**config.mk**
```make
export PLATFORM = sky130hd
export DESIGN_NAME = filter_mode_sel
export DESIGN_NICKNAME = d
export VERILOG_FILES = /design/src/rtl/fms_pkg.sv /design/src/rtl/fms_band_cmp.sv /design/src/rtl/fms_fast_ctl.sv /design/src/rtl/fms_line_ctl.sv /design/src/rtl/filter_mode_sel.sv
export SDC_FILE = /design/constraint.sdc
export NUM_CORES = 1
export LEC_CHECK = 0
export CORE_ASPECT_RATIO = 1.75
export CORE_UTILIZATION = 26
export CTS_CLUSTER_DIAMETER = 150
export DETAILED_ROUTE_END_ITERATION = 6
export PLACE_DENSITY = 0.49
export SYNTH_ARGS = -nofsm -noshare
export SYNTH_HDL_FRONTEND = slang
export SYNTH_SLANG_ARGS = --single-unit
```
**constraint.sdc**
```tcl
create_clock -name clk -period 1.88 [get_ports clk]
set_input_delay 0.376 -clock clk [delete_from_list [all_inputs] [get_ports clk]]
set_output_delay 0.376 -clock clk [all_outputs]
set_load 0.02 [all_outputs]
```
**src/rtl/fms_pkg.sv**
```systemverilog
package fms_pkg;

   typedef enum logic [2:0] {
      FS_NORM,
      FS_ARM,
      FS_FAST,
      FS_EXWAIT,
      FS_EXZX,
      FS_HOLD
   } fast_st_t;

   localparam int unsigned BAND_BASE_SHIFT = 6;

   function automatic logic [2:0] band_shift(input logic [1:0] sel);
      return 3'(BAND_BASE_SHIFT) - {1'b0, sel};
   endfunction

endpackage

```
**src/rtl/fms_band_cmp.sv**
```systemverilog
module fms_band_cmp #(
   parameter int unsigned ERR_W   = 12,
   parameter int unsigned REF_W   = 12,
   parameter bit          REG_OUT = 1'b0
) (
   input  logic                    clk,
   input  logic                    rst_n,
   input  logic signed [ERR_W-1:0] err,
   input  logic [REF_W-1:0]        vref,
   input  logic [1:0]              band_sel,
   output logic                    out_band
);
   import fms_pkg::*;

   localparam int unsigned MAG_W = ERR_W + 1;
   localparam int unsigned CMP_W = (MAG_W > REF_W) ? MAG_W : REF_W;

   logic signed [MAG_W-1:0] err_ext;
   logic [MAG_W-1:0]        mag;
   logic [REF_W-1:0]        lim;
   logic                    over;

   always_comb begin
      err_ext = {err[ERR_W-1], err};
      mag     = err_ext[MAG_W-1] ? MAG_W'(-err_ext) : MAG_W'(err_ext);
      lim     = vref >> band_shift(band_sel);
      over    = CMP_W'(mag) > CMP_W'(lim);
   end

   generate
      if (REG_OUT) begin : g_reg
         always_ff @(posedge clk or negedge rst_n) begin
            if (!rst_n) out_band <= 1'b0;
            else        out_band <= over;
         end
      end else begin : g_comb
         assign out_band = over;
      end
   endgenerate

endmodule

```
**src/rtl/fms_fast_ctl.sv**
```systemverilog
module fms_fast_ctl #(
   parameter int unsigned DLY_W      = 3,
   parameter int unsigned TIMEOUT_MS = 630
) (
   input  logic             clk,
   input  logic             rst_n,
   input  logic             fast_en,
   input  logic             out_band,
   input  logic [DLY_W-1:0] exit_dly,
   input  logic             half_cyc,
   input  logic             zero_x,
   input  logic             ms_tick,
   output logic             fast_on,
   output logic             tmo
);
   import fms_pkg::*;

   localparam int unsigned TMR_W = $clog2(TIMEOUT_MS + 1);
   localparam logic [TMR_W-1:0] TMR_LAST = TMR_W'(TIMEOUT_MS - 1);

   fast_st_t         st;
   logic [TMR_W-1:0] tmr;
   logic [DLY_W:0]   hcnt;
   logic [DLY_W:0]   hcnt_nx;

   assign hcnt_nx = hcnt + 1'b1;

   always_ff @(posedge clk or negedge rst_n) begin
      if (!rst_n) begin
         st   <= FS_NORM;
         tmr  <= '0;
         hcnt <= '0;
      end else if (!fast_en) begin
         st   <= FS_NORM;
         tmr  <= '0;
         hcnt <= '0;
      end else begin
         case (st)
            FS_NORM:   if (out_band) st <= FS_ARM;
            FS_ARM: begin
               if (!out_band)   st <= FS_NORM;
               else if (zero_x) begin
                  st  <= FS_FAST;
                  tmr <= '0;
               end
            end
            FS_FAST: begin
               if (!out_band) begin
                  hcnt <= '0;
                  tmr  <= '0;
                  st   <= (exit_dly == '0) ? FS_EXZX : FS_EXWAIT;
               end else if (ms_tick) begin
                  if (tmr == TMR_LAST) st <= FS_HOLD;
                  else                 tmr <= tmr + 1'b1;
               end
            end
            FS_EXWAIT: begin
               if (out_band) st <= FS_FAST;
               else if (half_cyc) begin
                  hcnt <= hcnt_nx;
                  if (hcnt_nx >= {1'b0, exit_dly}) st <= FS_EXZX;
               end
            end
            FS_EXZX: begin
               if (out_band)    st <= FS_FAST;
               else if (zero_x) st <= FS_NORM;
            end
            FS_HOLD:   if (!out_band) st <= FS_NORM;
            default:   st <= FS_NORM;
         endcase
      end
   end

   assign fast_on = (st == FS_FAST) || (st == FS_EXWAIT) || (st == FS_EXZX);
   assign tmo     = (st == FS_HOLD);

endmodule

```
**src/rtl/fms_line_ctl.sv**
```systemverilog
module fms_line_ctl #(
   parameter int unsigned RMS_W    = 11,
   parameter int unsigned LINE_CYC = 4
) (
   input  logic             clk,
   input  logic             rst_n,
   input  logic [RMS_W-1:0] rms,
   input  logic [RMS_W-1:0] thr_hi,
   input  logic [RMS_W-1:0] thr_lo,
   input  logic             half_cyc,
   input  logic             zero_x,
   output logic             ihigh,
   output logic             pend
);
   localparam int unsigned LINE_HALF = 2 * LINE_CYC;
   localparam int unsigned CNT_W     = $clog2(LINE_HALF + 1);
   localparam logic [CNT_W-1:0] CNT_FULL = CNT_W'(LINE_HALF);

   logic [CNT_W-1:0] cnt;
   logic             flip_req;
   logic             ready;

   assign flip_req = ihigh ? (rms < thr_lo) : (rms > thr_hi);
   assign ready    = (cnt == CNT_FULL);

   always_ff @(posedge clk or negedge rst_n) begin
      if (!rst_n) begin
         ihigh <= 1'b0;
         cnt   <= '0;
      end else if (ready && zero_x) begin
         ihigh <= ~ihigh;
         cnt   <= '0;
      end else if (half_cyc) begin
         if (!flip_req)  cnt <= '0;
         else if (!ready) cnt <= cnt + 1'b1;
      end
   end

   assign pend = (cnt != '0);

endmodule

```
**src/rtl/filter_mode_sel.sv**
```systemverilog
module filter_mode_sel #(
   parameter int unsigned ERR_W      = 12,
   parameter int unsigned REF_W      = 12,
   parameter int unsigned RMS_W      = 11,
   parameter int unsigned DLY_W      = 3,
   parameter int unsigned TIMEOUT_MS = 630,
   parameter int unsigned LINE_CYC   = 4,
   parameter bit          REG_CMP    = 1'b0
) (
   input  logic                    clk,
   input  logic                    rst_n,
   input  logic signed [ERR_W-1:0] err_code,
   input  logic [REF_W-1:0]        ref_code,
   input  logic                    fast_en,
   input  logic [1:0]              band_sel,
   input  logic [DLY_W-1:0]        exit_dly,
   input  logic [RMS_W-1:0]        rms_code,
   input  logic [RMS_W-1:0]        thr_high,
   input  logic [RMS_W-1:0]        thr_low,
   input  logic                    half_cyc,
   input  logic                    zero_x,
   input  logic                    ms_tick,
   input  logic                    soft_start,
   output logic                    vfilt_fast,
   output logic                    ifilt_high,
   output logic                    fast_flag,
   output logic                    fast_tmo,
   output logic                    line_pend
);

   generate
      if (REF_W < 7) begin : g_bad_ref
         $error("filter_mode_sel: REF_W must allow a shift by 6");
      end
      if (TIMEOUT_MS == 0) begin : g_bad_tmo
         $error("filter_mode_sel: TIMEOUT_MS must be nonzero");
      end
      if (LINE_CYC == 0) begin : g_bad_line
         $error("filter_mode_sel: LINE_CYC must be nonzero");
      end
      if (ERR_W < 2 || DLY_W < 1 || RMS_W < 1) begin : g_bad_w
         $error("filter_mode_sel: width parameter too small");
      end
   endgenerate

   logic out_band;
   logic fast_on;

   fms_band_cmp #(
      .ERR_W  (ERR_W),
      .REF_W  (REF_W),
      .REG_OUT(REG_CMP)
   ) u_band (
      .clk     (clk),
      .rst_n   (rst_n),
      .err     (err_code),
      .vref    (ref_code),
      .band_sel(band_sel),
      .out_band(out_band)
   );

   fms_fast_ctl #(
      .DLY_W     (DLY_W),
      .TIMEOUT_MS(TIMEOUT_MS)
   ) u_fast (
      .clk     (clk),
      .rst_n   (rst_n),
      .fast_en (fast_en),
      .out_band(out_band),
      .exit_dly(exit_dly),
      .half_cyc(half_cyc),
      .zero_x  (zero_x),
      .ms_tick (ms_tick),
      .fast_on (fast_on),
      .tmo     (fast_tmo)
   );

   fms_line_ctl #(
      .RMS_W   (RMS_W),
      .LINE_CYC(LINE_CYC)
   ) u_line (
      .clk     (clk),
      .rst_n   (rst_n),
      .rms     (rms_code),
      .thr_hi  (thr_high),
      .thr_lo  (thr_low),
      .half_cyc(half_cyc),
      .zero_x  (zero_x),
      .ihigh   (ifilt_high),
      .pend    (line_pend)
   );

   assign vfilt_fast = fast_on | soft_start;
   assign fast_flag  = fast_on | soft_start;

endmodule

```
==> impl_metrics.prom <==
# TYPE chip_impl_metric gauge
chip_impl_info{name="run_status",value="finished with violations"} 1
chip_impl_info{name="failed_checks",value="negative setup slack"} 1
chip_impl_metric{name="hpwl",unit="mm"} 7.10
chip_impl_metric{name="synth-async-reset-ratio",unit=""} 1.00
chip_impl_info{name="cpLargestDelayFamily",value="simple AND/OR/NAND/NOR gates"} 1
chip_impl_metric{name="cts_buffers",unit=""} 3
chip_impl_metric{name="areaGrowthSynthToFinish",unit="%"} 66.7
chip_impl_metric{name="dr.pass1.iters",unit=""} 4
chip_impl_metric{name="via_count",unit=""} 3105
chip_impl_metric{name="postSynthRegisterBits",unit=""} 22
chip_impl_info{name="cp-end-kind",value="flop"} 1
chip_impl_metric{name="drt_wl_total",unit="mm"} 8.71
chip_impl_info{name="final_cell_mix",value="sky130_fd_sc_hd__buf_4, sky130_fd_sc_hd__clkdlybuf4s50_1, sky130_fd_sc_hd__inv_1"} 1
chip_impl_metric{name="setup_viol",unit=""} 17
chip_impl_metric{name="synth_area",unit="um2"} 2860
chip_impl_metric{name="critical_path_peak_fanout",unit=""} 8
chip_impl_metric{name="groute.usage.overall",unit=""} 0.153
chip_impl_metric{name="p_leak",unit="nW"} 2.11
chip_impl_info{name="synth-main-ff-cell",value="sky130_fd_sc_hd__dfrtp_1"} 1
chip_impl_metric{name="synth_nets",unit=""} 464
chip_impl_metric{name="finalCriticalPeriod",unit="ns"} 3.21
chip_impl_metric{name="cp.required",unit="ns"} 2.07
chip_impl_metric{name="postSynthAreaPerCell",unit="um2"} 8.12
chip_impl_metric{name="gp_routability_congestion",unit=""} 0.866
chip_impl_metric{name="setup_ws",unit="ns"} -1.33
chip_impl_metric{name="global_route_congestion_overflow_total",unit=""} 0
chip_impl_metric{name="clkSlewWorstSetupHoldPaths",unit="ns"} 0.06
chip_impl_metric{name="first_iter_violations",unit=""} 74
chip_impl_metric{name="vdd_ir_drop_max",unit="V"} 0.000486
chip_impl_metric{name="htree_num_levels",unit=""} 1
chip_impl_info{name="clock_tree_from_tritoncts",value="built"} 1
chip_impl_metric{name="synth.lib_cells_used.distinct",unit=""} 59
chip_impl_metric{name="final-max-slew-violation-count",unit=""} 0
chip_impl_metric{name="placeableCoreArea",unit="um2"} 10700
chip_impl_metric{name="detailed_place.area",unit="um2"} 4320
chip_impl_info{name="rsz_0062_raised_after_global_routing",value="true"} 1
chip_impl_info{name="timing.setup.critical_path_class",value="in -> reg"} 1
chip_impl_metric{name="max_cap_viol_count",unit=""} 0
chip_impl_metric{name="start_util",unit=""} 0.267
chip_impl_metric{name="worstPathBufferInverterCount",unit=""} 1
chip_impl_metric{name="ys_seq_area_frac",unit=""} 0.193
chip_impl_info{name="setup.worst_path.start_class",value="input pin"} 1
chip_impl_metric{name="hold-worst-slack",unit="ns"} 0.471
chip_impl_metric{name="wire_length_of_the_first_global_routing_pass",unit="mm"} 13.9
chip_impl_metric{name="clk-insertion-delay-late",unit="ns"} 0.26
chip_impl_metric{name="drt.antenna.violating_nets",unit=""} 0
chip_impl_metric{name="antenna_found_initial",unit=""} 0
chip_impl_metric{name="chipHeight",unit="um"} 141
chip_impl_metric{name="drt-vias-per-instance",unit=""} 4.95
chip_impl_metric{name="post-route-drc-count",unit=""} 0
chip_impl_metric{name="slew_headroom",unit=""} 0.689
chip_impl_metric{name="final-hold-violation-count",unit=""} 0
chip_impl_metric{name="clock-skew-final",unit="ns"} 0.00356
chip_impl_info{name="min_path_type",value="in -> async"} 1
chip_impl_metric{name="clock-sinks",unit=""} 22
chip_impl_metric{name="power.total",unit="mW"} 2.90
chip_impl_info{name="crit_slowest_cell",value="sky130_fd_sc_hd__or4_4"} 1
chip_impl_metric{name="num-nets-final",unit=""} 610
chip_impl_metric{name="worst_ep_arrival_time",unit="ns"} 3.39
chip_impl_metric{name="tightestPinTransition",unit="ns"} 0.465
chip_impl_metric{name="max_clock_freq",unit="GHz"} 0.312
chip_impl_metric{name="floorplan.die.width",unit="um"} 81.2
chip_impl_metric{name="maximum_number_of_pins_on_one_net_before_global_route_repair",unit=""} 23
chip_impl_metric{name="multi_input_comb_area",unit="um2"} 2560
chip_impl_metric{name="io_pins",unit=""} 74
chip_impl_metric{name="fillCellCount",unit=""} 1084
chip_impl_metric{name="design.die.area",unit="um2"} 11400
chip_impl_metric{name="antenna-diode-count",unit=""} 0
chip_impl_metric{name="synth_edf_count",unit=""} 0
chip_impl_metric{name="first_global_vias",unit=""} 3187
chip_impl_metric{name="register_cell_area_after_layout",unit="um2"} 551
chip_impl_info{name="commonest_non_fill_non_tap_cell_in_the_layout",value="sky130_fd_sc_hd__buf_4"} 1
chip_impl_metric{name="critical-path-max-stage-delay",unit="ns"} 0.54
chip_impl_metric{name="postSynthCellCount",unit=""} 352
chip_impl_metric{name="placement.io_buffers",unit=""} 73
chip_impl_metric{name="power.density_cell_area",unit="nW/um2"} 609
chip_impl_info{name="clockRootBuffer",value="sky130_fd_sc_hd__clkbuf_16"} 1
chip_impl_metric{name="detail_route.wl_per_cell",unit="um"} 13.9
chip_impl_metric{name="fin_crit_sh",unit=""} 1.70
chip_impl_metric{name="max-clock-path-buffers",unit=""} 2
chip_impl_info{name="worstPathCellList",value="buf_6 -> or4_4 -> or3_4 -> nor4b_4 -> ha_4 -> nand3_4 -> o211ai_1 -> o21bai_4 -> a2111oi_4 -> a2bb2oi_4 -> mux2i_1"} 1
chip_impl_metric{name="holdBufCountCts",unit=""} 0
chip_impl_metric{name="fraction_of_final_layout_cells_with_drive_strength_greater_than_1",unit=""} 0.382
chip_impl_metric{name="yosysWarnings",unit=""} 0
chip_impl_metric{name="final_core_utilization",unit=""} 0.445
chip_impl_metric{name="stdcell_area",unit="um2"} 4760
chip_impl_metric{name="fp-row-count",unit=""} 50
report_power, final:
group / leakage (nW) / switching, mW / internal, mW
Sequential: 0.301 / 0.0543 / 0.540
Combinational: 1.77 / 0.861 / 0.931
Clock: 0.0442 / 0.190 / 0.326
Total: 2.11 / 1.11 / 1.80
Yosys cell counts (all sizes together) (2+ instances only):
cell    instances  share of area
nor2           18          0.024
o2111a          2         0.0079
and2            3         0.0066
o21ai          24          0.042
mux2            6          0.025
inv            41          0.054
o311ai          2         0.0061
nand2          27          0.038
nor4            2         0.0044
o31ai           2         0.0053
o211ai          6          0.016
nor2b           7          0.015
o21bai          3          0.012
nand4           7          0.015
xnor2          12          0.037
and3            8          0.018
a221o           2         0.0070
o41ai           2         0.0061
mux2i          15          0.053
clkbuf          6         0.0079
a31oi           5          0.011
nand3          15          0.028
nand2b          9          0.020
nor3b           2         0.0053
dfrtp          22           0.19
buf             4         0.0074
nand3b          2         0.0053
ha             43           0.19
or4             2         0.0053
a211oi          2         0.0070
a21oi          26          0.046
a22oi           3         0.0079
nor3            4         0.0088
o22ai           2         0.0044
logic make-up (layout without fill, tap and decap cells):
kind of cell / Yosys count / in the layout / share of synthesized area
mux: 22 / 22 / 0.0854
compound gates: 92 / 92 / 0.223
flops: 22 / 22 / 0.193
xor+xnor: 12 / 12 / 0.0368
fa+ha+maj: 43 / 43 / 0.188
simple gates: 110 / 110 / 0.205
buf+inv: 51 / 196 / 0.0692
cell type report:
class,instances,share of cell area
Timing Repair Buffer,151,0.262
Multi-Input combinational cell,279,0.537
Clock buffer,4,0.0187
Tap cell,130,0.0342
Inverter,41,0.0323
Sequential cell,22,0.116
stage by stage:
step / setup TNS (ns) / worst slack (ns) / std cells
after detailed placement: -34.93 / -1.95 / 616
after CTS: -21.13 / -1.34 / 625
final: -20.98 / -1.33 / 627
after global routing: -23.39 / -1.45 / 627
after floorplan: -20.15 / -1.31 / 352
after global placement: -33.26 / -1.85 / 616
what timing repair did:
action	CTS	global route
buffers inserted	6	2
pin swaps	52	25
resized for setup	145	45
endpoints found under the setup margin	25	24
path summary, 6_finish.rpt:
path                                 from              to  slack, ns  cells past startpoint
max in group asynchronous           rst_n    u_fast.st[2]       1.17                      2
max                           err_code[5]   u_fast.tmr[1]      -1.33                     11
max reg2reg                u_fast.hcnt[0]    u_fast.st[0]      -0.22                      9
min reg2reg                u_fast.hcnt[3]  u_fast.hcnt[3]       0.56                      2
min                                 rst_n   u_line.cnt[1]       0.47                      2
min in group clk           u_fast.hcnt[3]  u_fast.hcnt[3]       0.56                      2
registers in the layout (all words and copies together) (netlist names):
signal / count
u_fast.st: 3
u_fast.hcnt: 4
u_line.ihigh: 1
u_line.cnt: 4
u_fast.tmr: 10
layer usage:
layer / vias up / track usage / share of wire
met4: 0 / 0.0583 / 0.032
met3: 24 / 0.0162 / 0.033
li1: 1579 / - / -
met1: 1440 / 0.155 / 0.37
met5: - / 0 / 0
met2: 62 / 0.304 / 0.56
(Power assumes the default switching activity.)
